File: config.mk
export PLATFORM = sky130hd
export DESIGN_NAME = tmr_ccr_top
export DESIGN_NICKNAME = d
export VERILOG_FILES = /design/src/rtl/tmr_pkg.sv /design/src/rtl/tmr_prescale.sv /design/src/rtl/tmr_shared_reg.sv /design/src/rtl/tmr_counter.sv /design/src/rtl/tmr_ccr_top.sv
export SDC_FILE = /design/constraint.sdc
export NUM_CORES = 1
export LEC_CHECK = 0
export ABC_AREA = 1
export BUFFER_PORTS_ARGS = -buffer_cell sky130_fd_sc_hd__buf_2
export CAP_MARGIN = 0
export CELL_PAD_IN_SITES_DETAIL_PLACEMENT = 1
export CELL_PAD_IN_SITES_GLOBAL_PLACEMENT = 1
export CORE_UTILIZATION = 40
export DETAILED_ROUTE_END_ITERATION = 8
export PLACE_DENSITY_LB_ADDON = 0.05
export SETUP_SLACK_MARGIN = 0.1
export SLEW_MARGIN = 10
export SYNTH_ARGS = -nofsm -noshare
export SYNTH_HDL_FRONTEND = slang
export SYNTH_HIERARCHICAL = 1
export SYNTH_SLANG_ARGS = --single-unit
File: constraint.sdc
create_clock -name clk -period 2.93 [get_ports clk]
set_input_delay 0.293 -clock clk [delete_from_list [all_inputs] [get_ports clk]]
set_output_delay 0.293 -clock clk [all_outputs]
set_load 0.05 [all_outputs]
File: src/rtl/tmr_pkg.sv
package tmr_pkg;

  typedef enum logic {
    MODE_RELOAD = 1'b0,
    MODE_CMP    = 1'b1
  } tmr_mode_e;

  // log2 of the prescale divisor for each 3-bit code
  function automatic int unsigned psc_shift(input logic [2:0] code);
    case (code)
      3'd0:    psc_shift = 0;
      3'd1:    psc_shift = 2;
      default: psc_shift = 32'(code) + 2;
    endcase
  endfunction

endpackage

File: src/rtl/tmr_prescale.sv
module tmr_prescale #(
  parameter int PSC_W = 10
) (
  input  logic       clk,
  input  logic       rst_n,
  input  logic       run_en,
  input  logic [2:0] psc_sel,
  output logic       tick
);
  import tmr_pkg::*;

  logic [PSC_W-1:0] pcnt_q, pcnt_d, lim;

  assign lim  = (PSC_W'(1) << psc_shift(psc_sel)) - PSC_W'(1);
  assign tick = run_en && (pcnt_q >= lim);

  always_comb begin
    if (!run_en || tick) pcnt_d = '0;
    else                 pcnt_d = pcnt_q + PSC_W'(1);
  end

  always_ff @(posedge clk or negedge rst_n) begin
    if (!rst_n) pcnt_q <= '0;
    else        pcnt_q <= pcnt_d;
  end
endmodule

File: src/rtl/tmr_shared_reg.sv
module tmr_shared_reg #(
  parameter int CNT_W = 16
) (
  input  logic             clk,
  input  logic             rst_n,
  input  logic             cap_evt,
  input  logic             wr_en,
  input  logic [CNT_W-1:0] wr_data,
  input  logic [CNT_W-1:0] cnt_q,
  output logic [CNT_W-1:0] reg_q
);
  logic [CNT_W-1:0] reg_d;
  logic             reg_ce;

  assign reg_ce = cap_evt || wr_en;

  always_comb begin
    if (cap_evt) reg_d = cnt_q;
    else         reg_d = wr_data;
  end

  always_ff @(posedge clk or negedge rst_n) begin
    if (!rst_n)      reg_q <= '0;
    else if (reg_ce) reg_q <= reg_d;
  end
endmodule

File: src/rtl/tmr_counter.sv
module tmr_counter #(
  parameter int CNT_W = 16
) (
  input  logic             clk,
  input  logic             rst_n,
  input  logic             tick,
  input  logic             mode_cmp,
  input  logic             reload_en,
  input  logic             trig_ovf,
  input  logic             cap_any,
  input  logic             cap_hit,
  input  logic             cap_clr_en,
  input  logic             cmp_clr_en,
  input  logic [CNT_W-1:0] reg_q,
  output logic [CNT_W-1:0] cnt_q,
  output logic             ovf_evt,
  output logic             cmp_evt
);
  import tmr_pkg::*;

  logic [CNT_W-1:0] cnt_d;
  logic             at_max, reload_mode;

  assign reload_mode = (mode_cmp == MODE_RELOAD);
  assign at_max      = &cnt_q;
  assign ovf_evt     = tick && at_max;
  assign cmp_evt     = tick && !reload_mode && (cnt_q == reg_q);

  always_comb begin
    cnt_d = cnt_q;
    if (reload_mode && cap_any && cap_clr_en) begin
      cnt_d = '0;
    end else if (reload_mode && reload_en && cap_hit) begin
      cnt_d = reg_q;
    end else if (tick) begin
      if (cmp_evt && cmp_clr_en)
        cnt_d = '0;
      else if (at_max)
        cnt_d = (reload_mode && reload_en && trig_ovf) ? reg_q : '0;
      else
        cnt_d = cnt_q + CNT_W'(1);
    end
  end

  always_ff @(posedge clk or negedge rst_n) begin
    if (!rst_n) cnt_q <= '0;
    else        cnt_q <= cnt_d;
  end
endmodule

File: src/rtl/tmr_ccr_top.sv
module tmr_ccr_top #(
  parameter  int CNT_W = 16,
  parameter  int PSC_W = 10,
  parameter  int N_CAP = 3,
  localparam int TRG_W = $clog2(N_CAP + 1)
) (
  input  logic             clk,
  input  logic             rst_n,
  input  logic             run_en,
  input  logic             mode_cmp,
  input  logic             reload_en,
  input  logic [2:0]       psc_sel,
  input  logic [TRG_W-1:0] trig_sel,
  input  logic             cap_clr_en,
  input  logic             cmp_clr_en,
  input  logic [N_CAP-1:0] cap_stb,
  input  logic             wr_en,
  input  logic [CNT_W-1:0] wr_data,
  input  logic [1:0]       flag_clr,
  output logic [CNT_W-1:0] count,
  output logic [CNT_W-1:0] shadow,
  output logic             ovf_flag,
  output logic             cmp_flag
);
  import tmr_pkg::*;

  logic             tick, cap_any, cap_hit, ovf_evt, cmp_evt;
  logic [N_CAP-1:0] hit_v;
  logic [1:0]       flg_q, flg_d, flg_set;

  assign cap_any = (mode_cmp == MODE_RELOAD) && (|cap_stb);

  for (genvar i = 0; i < N_CAP; i++) begin : g_hit
    assign hit_v[i] = cap_stb[i] && (trig_sel == TRG_W'(i + 1));
  end
  assign cap_hit = |hit_v;

  tmr_prescale #(.PSC_W(PSC_W)) u_psc (
    .clk(clk), .rst_n(rst_n), .run_en(run_en), .psc_sel(psc_sel), .tick(tick)
  );

  tmr_shared_reg #(.CNT_W(CNT_W)) u_reg (
    .clk(clk), .rst_n(rst_n), .cap_evt(cap_any), .wr_en(wr_en),
    .wr_data(wr_data), .cnt_q(count), .reg_q(shadow)
  );

  tmr_counter #(.CNT_W(CNT_W)) u_cnt (
    .clk(clk), .rst_n(rst_n), .tick(tick), .mode_cmp(mode_cmp),
    .reload_en(reload_en), .trig_ovf(trig_sel == '0), .cap_any(cap_any),
    .cap_hit(cap_hit), .cap_clr_en(cap_clr_en), .cmp_clr_en(cmp_clr_en),
    .reg_q(shadow), .cnt_q(count), .ovf_evt(ovf_evt), .cmp_evt(cmp_evt)
  );

  // sticky flags: set wins over a software clear
  assign flg_set = {cmp_evt, ovf_evt};

  for (genvar f = 0; f < 2; f++) begin : g_flg
    always_comb begin
      if (flg_set[f])      flg_d[f] = 1'b1;
      else if (flag_clr[f]) flg_d[f] = 1'b0;
      else                 flg_d[f] = flg_q[f];
    end
  end

  always_ff @(posedge clk or negedge rst_n) begin
    if (!rst_n) flg_q <= '0;
    else        flg_q <= flg_d;
  end

  assign ovf_flag = flg_q[0];
  assign cmp_flag = flg_q[1];
endmodule

==> impl_table.tex <==
\begin{tabular}{lr}
\hline
Metric & Value \\
\hline
\multicolumn{2}{l}{\textbf{Status}} \\
\quad Result of the run & complete, but fails checks \\
\quad Violated checks & negative setup slack \\
\multicolumn{2}{l}{\textbf{Synthesis}} \\
\quad Number of distinct library cells after synthesis & 37 \\
\quad Instance count of the mapped netlist & 595 \\
\quad Post-synthesis net count & between 600 and 700 \\
\quad Mapped Avg Cell Area & roughly 6.5 µm² \\
\quad Synth top area cells & sky130\_fd\_sc\_hd\_\_dfrtp\_1 28\%, sky130\_fd\_sc\_hd\_\_nand2\_1 22\%, sky130\_fd\_sc\_hd\_\_nand3\_1 7.5\% \\
\quad Number of flip-flops and latches in the synthesized netlist & 44 \\
\quad Synth warn & 6 \\
\quad Cell type with the largest total area after synthesis & sky130\_fd\_sc\_hd\_\_dfrtp\_1 \\
\quad Sequential-to-total area share from yosys stat & 0.285 \\
\quad Cell area after synthesis & slightly below 4000 µm² \\
\quad Share of the synthesized area in the top cell type & 0.285 \\
\multicolumn{2}{l}{\textbf{Critical path}} \\
\quad CP Max Fanout & 5 \\
\quad Longest individual stage delay on the worst path & roughly 290 ps \\
\quad Most Frequent Cell on Critical Path & sky130\_fd\_sc\_hd\_\_nand2\_2 \\
\quad Data arrival time of the critical path & between 3000 and 4000 ps \\
\quad Kind of start point of the critical path & primary input \\
\quad Path type of the worst setup path & primary input to flop \\
\quad Critical-path top delay cell & sky130\_fd\_sc\_hd\_\_ha\_4 \\
\quad Critical Path Sink Type & flop \\
\quad Data required, critical path & $\sim$3100 ps \\
\multicolumn{2}{l}{\textbf{Clocking}} \\
\quad Hold Buf Count CTS & 0 \\
\quad Clock buffer depth & 2 \\
\quad Number of buffers created by CTS & 5 \\
\quad Clk\_lat worst skew & $\sim$300 ps \\
\quad Reg clk slew, reported paths & 90 ps \\
\quad Depth of the CTS H-tree & 2 \\
\quad Clk Tree Root Cell & sky130\_fd\_sc\_hd\_\_clkbuf\_8 \\
\quad CTS tree & built \\
\quad Num Clock Sinks & 44 \\
\multicolumn{2}{l}{\textbf{Floorplan}} \\
\quad Placement row count & 35 \\
\quad Die Span X & roughly 100 µm \\
\quad Starting density of the core & 0.416 \\
\quad Number of primary I/O pins & $\sim$70 \\
\quad Die outline height & approximately 100 µm \\
\quad Area of the die & about 10000 µm² \\
\quad Core area & about 9300 µm² \\
\multicolumn{2}{l}{\textbf{Global route}} \\
\quad Wire length of the first global-routing pass & between 20000 and 25000 µm \\
\quad Number of antenna violations at the first check in global routing & 0 \\
\quad Remaining global-route overflow & 0 \\
\quad Pin count of the biggest net entering global routing & 45 \\
\quad Number of global-route vias before repair & about 4500 \\
\quad Global routing usage summed across all routing layers & 0.276 \\
\multicolumn{2}{l}{\textbf{Final layout}} \\
\quad Synthesis-to-layout area growth & 23.8\% \\
\quad Most used cells in the layout excluding fill and tap cells & 210 x sky130\_fd\_sc\_hd\_\_nand2\_1, 65 x sky130\_fd\_sc\_hd\_\_buf\_2, 57 x sky130\_fd\_sc\_hd\_\_inv\_1, 55 x sky130\_fd\_sc\_hd\_\_nand3\_1, 44 x sky130\_fd\_sc\_hd\_\_dfrtp\_1 \\
\quad Proportion of layout cells with a drive suffix above 1 & 0.277 \\
\quad Most frequent standard cell in the layout excluding fill and tap cells & sky130\_fd\_sc\_hd\_\_nand2\_1 \\
\quad Final net count & roughly 740 \\
\quad Antenna Diode Count & 0 \\
\multicolumn{2}{l}{\textbf{Worst hold path}} \\
\quad Worst Hold Class & primary input to asynchronous set/reset pin \\
\multicolumn{2}{l}{\textbf{Drt}} \\
\quad Detailed Route Iter0 Violations & 165 \\
\quad Number of remaining DRC errors & 0 \\
\quad Drt pass-1 iters & 4 \\
\quad Average detailed-routed wire length per instance & between 15 and 20 µm \\
\quad Met2 wirelength from detailed routing & 6980 µm \\
\quad DRT Wirelength & between 10000 and 15000 µm \\
\quad Top metal layer carrying routed signals & met4 \\
\quad Post-route met1 wirelength & 5730 µm \\
\quad Amount of wire on met3 after detailed routing & 277 µm \\
\quad Number of vias after detailed routing & between 4000 and 5000 \\
\quad Avg Vias per Cell & approximately 5.2 \\
\quad Remaining antenna violation count after routing & 0 \\
\multicolumn{2}{l}{\textbf{Job}} \\
\quad Max-cap violation count & 0 \\
\multicolumn{2}{l}{\textbf{STA}} \\
\quad Unrepaired setup endpoints after global routing & yes \\
\quad Worst hold margin & between 150 and 200 ps \\
\quad Tightest slew margin relative to the limit & 0.310 \\
\quad Count of final max-slew check failures & 0 \\
\quad Fin crit share & 1.02 \\
\quad Worst setup skew after layout & approximately 9.3 ps \\
\quad Setup slack after layout & -64.9 ps \\
\quad Number of failing setup endpoints in the final timing report & 11 \\
\quad Time the worst path needs with I/O delays and setup & roughly 3000 ps \\
\quad Transition time at the pin with the least slew margin & between 1000 and 1500 ps \\
\quad Fmax & around 330 MHz \\
\quad Number of hold violations in the final report & 0 \\
\multicolumn{2}{l}{\textbf{Power and ir drop}} \\
\quad Leak pwr & around 2.6 nW \\
\quad IR drop worst, VDD & $\sim$0.41 mV \\
\quad Areal power density over the cells & about 630 nW/µm² \\
\quad PnR Total Power & roughly 3 mW \\
\multicolumn{2}{l}{\textbf{Placed design}} \\
\quad Port Buf Inserts & 67 \\
\quad Placer congestion estimate & around 0.91 \\
\quad DP Wirelength & 10100 µm \\
\hline
\end{tabular}
==> through the flow <==
| stage | worst slack, ps | setup TNS, ps | utilization | area, µm² | std cells |
|---|---|---|---|---|---|
| finish | -64.9 | -417 | 0.515 | 4780 | 818 |
| global route | -262 | -3520 | 0.515 | 4780 | 818 |
| CTS | -42.5 | -258 | 0.505 | 4690 | 815 |
| detailed placement | -440 | -6570 | 0.485 | 4500 | 803 |
| global placement | -336 | -4530 | 0.485 | 4500 | 803 |
| floorplan | -166 | -1700 | - | 3900 | 595 |
==> layer usage <==
layer	GRT usage	vias up
met5	0	-
met4	0.101	0
met3	0.0251	28
met2	0.515	79
met1	0.328	2051
li1	-	2071
==> timing repair <==
action / in CTS / in global routing
pin swaps: 27 / 21
endpoints found under the hold margin: 0 / 0
gates resized for setup: 18 / 23
endpoints found under the setup margin: 16 / 17
buffers inserted: 4 / 3
==> Yosys cell counts (all sizes together) <==
cell and number:
nand4 12, nand3b 1, a21oi 25, clkbuf 2, and3 1, o21ai 16, inv 71, o21a 1
nor3 15, ha 15, o2111ai 1, buf 12, xnor2 6, dfrtp 44, nand2 235, clkinv 2
xor2 10, a21o 1, o211ai 2, nor2 55, nand3 63, and2 1, o21bai 4
==> flip-flops by register name, summed over array words and instances, names as in the netlist <==
signal and flops:
u_cnt/cnt_q 16, u_psc/pcnt_q 10, flg_q 2, u_reg/reg_q 16
==> critical path: cells and delay by family <==
| family | cells | cell delay, ps |
|---|---|---|
| fa+ha+maj | 3 | 740 |
| buf+inv | 5 | 460 |
| compound gates | 1 | 40 |
| simple gates | 20 | 1650 |
==> path summary, 6_finish.rpt <==
kind / from / endpoint / slack, ps / cells after the start
setup / recovery: psc_sel[1] / u_cnt/cnt_q[9] / -60 / 29
hold / removal: rst_n / u_reg/reg_q[0] / 160 / 1
setup reg to reg: u_psc/pcnt_q[0] / u_cnt/cnt_q[9] / 470 / 20
hold reg to reg: flg_q[0] / flg_q[0] / 510 / 2
max in group asynchronous: rst_n / u_cnt/cnt_q[8] / 2120 / 1
min in group clk: flag_clr[0] / flg_q[0] / 160 / 2
==> logic make-up (layout without fill, tap and decap cells) <==
| family | Yosys count | after routing | synth area share |
|---|---|---|---|
| AND/OR/NAND/NOR | 383 | 383 | 0.459 |
| buffers and inverters | 87 | 181 | 0.0991 |
| AO/OA/AOI/OAI | 50 | 50 | 0.0719 |
| flip-flops | 44 | 44 | 0.285 |
| XOR/XNOR | 16 | 16 | 0.0363 |
| adder cells (fa/ha/maj) | 15 | 15 | 0.0486 |
==> cell type report <==
class	count	area (µm²)
Timing Repair Buffer	100	627
Clock inverter	1	7.51
Fill cell	1281	4500
Multi-Input combinational cell	464	2520
Clock buffer	7	86.3
Inverter	73	275
Sequential cell	44	1100
Tap cell	129	161
==> power by group <==
group / switching [mW] / leakage [nW] / internal (mW)
Sequential: 0.284 / 0.580 / 0.730
Clock: 0.224 / 0.0445 / 0.192
Combinational: 1.10 / 1.95 / 0.480
Total: 1.61 / 2.58 / 1.40
Power figures use the tool's default switching activity.
